$ cat config.mk
export PLATFORM = sky130hd
export DESIGN_NAME = ppos_converter
export DESIGN_NICKNAME = d
export VERILOG_FILES = /design/src/rtl/ppos_converter.sv
export SDC_FILE = /design/constraint.sdc
export NUM_CORES = 1
export LEC_CHECK = 0
export CAP_MARGIN = 20
export CORE_ASPECT_RATIO = 0.7
export CORE_MARGIN = 4
export CORE_UTILIZATION = 55
export CTS_BUF_LIST = sky130_fd_sc_hd__clkbuf_4
export CTS_CLUSTER_DIAMETER = 80
export CTS_CLUSTER_SIZE = 28
export DETAILED_ROUTE_END_ITERATION = 10
export PLACE_DENSITY = 0.81
export SYNTH_ARGS = -nofsm -noshare
export SYNTH_HDL_FRONTEND = slang
export SYNTH_SLANG_ARGS = --single-unit
export TNS_END_PERCENT = 20
$ cat constraint.sdc
create_clock -name clk -period 4.8 [get_ports clk]
set_input_delay 0.48 -clock clk [delete_from_list [all_inputs] [get_ports clk]]
set_output_delay 0.48 -clock clk [all_outputs]
set_load 0.005 [all_outputs]
$ cat src/rtl/ppos_converter.sv
module ppos_converter #(
  parameter int ADDR_W = 16,
  parameter int SRC_W  = 24,
  parameter int RES_W  = 48,
  parameter int LSH    = 5,
  parameter int RSH    = 3
) (
  input  logic              clk,
  input  logic              rst_n,
  input  logic              start,
  input  logic [3:0]        cfg_mode,
  input  logic              cfg_narrow,
  input  logic [1:0]        cfg_lane,
  input  logic [ADDR_W-1:0] cfg_base,
  output logic              rd_req,
  output logic [ADDR_W-1:0] rd_addr,
  input  logic              rd_ack,
  input  logic [SRC_W-1:0]  rd_data,
  output logic [RES_W-1:0]  res_value,
  output logic              res_valid,
  output logic              res_err
);
  localparam int LANE_W = SRC_W / 3;

  typedef enum logic [1:0] {SH_LEFT, SH_NONE, SH_RIGHT} shift_t;

  logic   code_ok, code_byte, code_sum;
  shift_t code_shift;

  always_comb begin
    code_ok    = 1'b1;
    code_byte  = 1'b0;
    code_sum   = 1'b0;
    code_shift = SH_LEFT;
    case (cfg_mode)
      4'h0: ;
      4'h1: code_sum = 1'b1;
      4'h8: code_shift = SH_NONE;
      4'h9: begin code_shift = SH_NONE; code_sum = 1'b1; end
      4'hC: code_shift = SH_RIGHT;
      4'h5, 4'h6, 4'h7: code_byte = 1'b1;
      4'hD, 4'hE, 4'hF: begin code_byte = 1'b1; code_shift = SH_NONE; end
      default: code_ok = 1'b0;
    endcase
  end

  wire ctl_byte = cfg_narrow && (cfg_lane != 2'd0);
  wire cfg_good = code_ok && (code_byte == ctl_byte) &&
                  (!code_byte || cfg_lane == cfg_mode[1:0]);

  logic                busy;
  logic [1:0]          idx;
  logic [ADDR_W-1:0]   base_q;
  logic                byte_q, sum_q;
  logic [1:0]          lane_q;
  shift_t              shift_q;
  logic [2*LANE_W-1:0] lo_q;
  logic [RES_W-1:0]    res_q;
  logic                valid_q, err_q;

  assign rd_req    = busy;
  assign rd_addr   = base_q + ADDR_W'(idx);
  assign res_value = res_q;
  assign res_valid = valid_q;
  assign res_err   = err_q;

  logic [LANE_W-1:0] lane_byte;
  always_comb begin
    case (lane_q)
      2'd1:    lane_byte = rd_data[LANE_W-1:0];
      2'd2:    lane_byte = rd_data[2*LANE_W-1:LANE_W];
      default: lane_byte = rd_data[3*LANE_W-1:2*LANE_W];
    endcase
  end

  wire [SRC_W-1:0] src_word = byte_q ? SRC_W'({lane_byte, lo_q}) : rd_data;
  wire signed [RES_W-1:0] sx = {{(RES_W-SRC_W){src_word[SRC_W-1]}}, src_word};

  logic signed [RES_W-1:0] aligned;
  always_comb begin
    case (shift_q)
      SH_LEFT:  aligned = sx <<< LSH;
      SH_RIGHT: aligned = sx >>> RSH;
      default:  aligned = sx;
    endcase
  end

  wire [RES_W-1:0] next_res = sum_q ? res_q + aligned : aligned;
  wire last_read = !byte_q || idx == 2'd2;

  always_ff @(posedge clk) begin
    if (!rst_n) begin
      busy    <= 1'b0;
      idx     <= '0;
      base_q  <= '0;
      byte_q  <= 1'b0;
      sum_q   <= 1'b0;
      lane_q  <= '0;
      shift_q <= SH_LEFT;
      lo_q    <= '0;
      res_q   <= '0;
      valid_q <= 1'b0;
      err_q   <= 1'b0;
    end else begin
      valid_q <= 1'b0;
      err_q   <= 1'b0;
      if (!busy) begin
        if (start) begin
          if (cfg_good) begin
            busy    <= 1'b1;
            idx     <= '0;
            base_q  <= cfg_base;
            byte_q  <= code_byte;
            sum_q   <= code_sum;
            lane_q  <= cfg_lane;
            shift_q <= code_shift;
          end else begin
            err_q <= 1'b1;
          end
        end
      end else if (rd_ack) begin
        if (last_read) begin
          res_q   <= next_res;
          valid_q <= 1'b1;
          busy    <= 1'b0;
        end else begin
          if (idx == 2'd0) lo_q[LANE_W-1:0] <= lane_byte;
          else             lo_q[2*LANE_W-1:LANE_W] <= lane_byte;
          idx <= idx + 2'd1;
        end
      end
    end
  end
endmodule

==> flow_metrics.env <==
export IMPL_status="finished, final reports clean"
export IMPL_antenna_found_initial=0
export IMPL_root_buffer="clkbuf_4"
export IMPL_tritoncts="built"
export IMPL_die_h_um=106
export IMPL_gp_congestion=1.02
export IMPL_r2r_cells=19
export IMPL_final_cell_count_no_fill=1264
export IMPL_clk_latency_ns=0.48
export IMPL_grt_busiest_layer="met1"
export IMPL_r2r_start="lane_q[0]"
export IMPL_use_met3_pct=4.68
export IMPL_whs_path_depth=2
export IMPL_fin_hold_ws_ns=0.509
export IMPL_synth_ff_type="dfxtp_1"
export IMPL_wirelength_um=22100
export IMPL_track_usage_pct=27.8
export IMPL_path_clk_slew_ns=0.17
export IMPL_clock_fmax_mhz=225
export IMPL_min_period_ns=4.44
export IMPL_io_pins=118
export IMPL_place_inst=1248
export IMPL_yosysTopAreaCellShare_pct=24.2
export IMPL_hp_start="res_value[17]"
export IMPL_cts_resized=0
export IMPL_yosysSeqAreaShare_pct=24.2
export IMPL_yosysTopAreaCell="dfxtp_1"
export IMPL_p_leak_nw=3.85
export IMPL_drc=0
export IMPL_p_switching_mw=0.650
export IMPL_start_kind="register"
export IMPL_rrSetupSlack_ns=0.36
export IMPL_grt_setup_unrepaired="false"
export IMPL_layout_commonest_cell="clkdlybuf4s50_1"
export IMPL_hold_viol_final=0
export IMPL_worstHoldEndpoint="res_value[17]"
export IMPL_drive_above_1_share_pct=8.06
export IMPL_arrival_ns=4.84
export IMPL_first_pass_iters=7
export IMPL_p_per_area_mw_per_mm2=199
export IMPL_areaGrowthSynthToFinish_pct=20.6
export IMPL_finalCritPeriodShare_pct=92.6
export IMPL_drt_initial_drc_count=810
export IMPL_core_mm2=0.0133
export IMPL_ir_drop_mv=0.138
export IMPL_fin_nets=1181
export IMPL_grt_pass1_wl_um=36000
export IMPL_p_clk_share_pct=25.1
export IMPL_ys_warnings_count=0
export IMPL_avgSynthCellArea_um2=7.72
export IMPL_clockBufferDepth=2
export IMPL_core_rowCount=35
export IMPL_netlist_instances=975
export IMPL_avgRoutedWirePerCell_um=17.5
export IMPL_finalSetupTns_ns=0
export IMPL_required_ns=5.20
export IMPL_holdBufCountCts=0
export IMPL_numPortBuffers=117
export IMPL_clock_sinks=91
export IMPL_netlist_area_mm2=0.00752
export IMPL_synth_cell_type_count=81
export IMPL_p_comb_share_pct=30.5
export IMPL_r2r_end="res_value[28]"
export IMPL_synthArstFlopShare_pct=0
export IMPL_end_kind="register"
export IMPL_seq_power_share_pct=44.5
export IMPL_post_cts_buffers=0
export IMPL_drtAntennaViolNets=0
export IMPL_synth_seq_cells=91
export IMPL_worst_pin_slew_ns=1.11
export IMPL_power_mw=1.80
export IMPL_synthesis_nets=1082
export IMPL_htreeDepth=3
export IMPL_max_cap_viol_count=0
export IMPL_worstSetupPathType="register to register"
export IMPL_swShare_pct=36.0
export IMPL_slew_headroom_pct=25.6
export IMPL_setup_viol=0
export IMPL_overflow=0
export IMPL_grt_use_met2_pct=40.7
export IMPL_dr_total_vias=7641
export IMPL_grt_max_degree=64
export IMPL_utilization_pct=68.4
export IMPL_synth_edf_count=0
export IMPL_numCtsBuffers=9
export IMPL_start_util_pct=56.7
export IMPL_grt_pass1_vias=6939
export IMPL_use_met1_pct=42.6
export IMPL_antenna_cells=0
export IMPL_mostFrequentLayoutCells="117 x clkdlybuf4s50_1, 111 x nor2_1, 107 x a21oi_1"
export IMPL_p_int_mw=1.15
export IMPL_hold_class="register to register"
export IMPL_dieArea_mm2=0.0156
export IMPL_dp_hpwl_um=16500
export IMPL_synth_area_leaders="dfxtp_1 24%, ha_1 9.0%, mux2i_1 8.0%"
export IMPL_cp_max_fo=14
export IMPL_skew_ns=0.0167
export IMPL_viasPerCell=6.05
export IMPL_maxSlewViolCount=0
export IMPL_die_x_um=148
-- routing by layer --
| metal | routed length, µm | up-vias |
|---|---|---|
| li1 | - | 3725 |
| met1 | 10700 | 3549 |
| met2 | 9230 | 345 |
| met3 | 1890 | 22 |
| met4 | 244 | 0 |
| met5 | 0 | - |
-- how the worst max path moves through the flow --
stage          cells past startpoint        start       endpoint
5_1_grt                           19    lane_q[0]  res_value[36]
3_3_place_gp                      18  rd_data[15]  res_value[47]
6_report                          19    lane_q[0]  res_value[28]
3_5_place_dp                      18  rd_data[15]  res_value[47]
4_1_cts                           19    lane_q[0]  res_value[47]
2_1_floorplan                     20    lane_q[0]  res_value[47]
-- cell families after synthesis --
logic type	count (synthesis)	share of synthesized area [%]
adder cells (fa/ha/maj)	56	9.51
multiplexers	77	10.5
AND/OR/NAND/NOR	302	18.3
XOR/XNOR	52	6.05
flip-flops	91	24.2
buffers and inverters	80	4.27
AO/OA/AOI/OAI	317	27.1
-- synthesized netlist by cell type, drive strengths merged, types with 7 or more instances --
cell	number
nand3	23
and3	12
a22oi	8
nor3	8
nand2b	7
o21bai	9
nand4	9
nor2b	8
xor2	23
a21oi	107
o21ai	78
and2	7
a31oi	9
a21o	28
clkbuf	42
ha	54
nor2	112
nand2	97
mux2i	60
dfxtp	91
o211ai	12
mux2	17
xnor2	29
buf	12
inv	24
a211oi	13
-- critical path: stages (launching register included) --
cell and delay (ns):
dfxtp_1 0.39, inv_1 0.05, ha_1 0.32, buf_4 0.20
o21ai_0 0.30, mux2i_1 0.25, nand2_1 0.11, o21ai_0 0.11
o21ai_0 0.34, ha_1 0.37, a21o_1 0.21, a21oi_1 0.19
o21ba_2 0.17, o2bb2ai_1 0.08, or2_2 0.30, a31oi_1 0.38
o21ai_0 0.22, xor2_1 0.17, a21oi_1 0.14, nor2_1 0.06
-- per-stage QoR --
stage / setup slack (ns) / instance area [µm²]
6_report: 0.357 / 9070
5_1_grt: 0.110 / 9070
4_1_cts: 0.140 / 9060
3_5_place_dp: 0.00513 / 8920
3_3_place_gp: 0.177 / 8920
2_1_floorplan: 0.583 / 7520
-- cell type report --
class | instances | area, µm²
multi-input cells | 804 | 5400
fillers | 1126 | 4200
flip-flops and latches | 91 | 1820
repair buffers | 143 | 1380
well taps | 185 | 231
inverters | 25 | 93.8
clock inverters | 7 | 76.3
clock buffers | 9 | 67.6
-- registers in the layout, indices dropped and copies added, names as in the netlist --
signal     count
rd_req         1
shift_q        2
lane_q         2
res_valid      1
base_q        16
byte_q         1
sum_q          1
idx            2
lo_q          16
res_err        1
res_value     48
-- power groups by stage --
stage | clock network (mW) | registers, mW | logic, mW
after global placement | 0 | 0.817 | 0.530
after CTS | 0.463 | 0.802 | 0.539
after detailed placement | 0 | 0.818 | 0.535
final | 0.452 | 0.802 | 0.550
after global routing | 0.492 | 0.807 | 0.601
after floorplan | 0 | 0.812 | 0.349
Power figures use the tool's default switching activity.
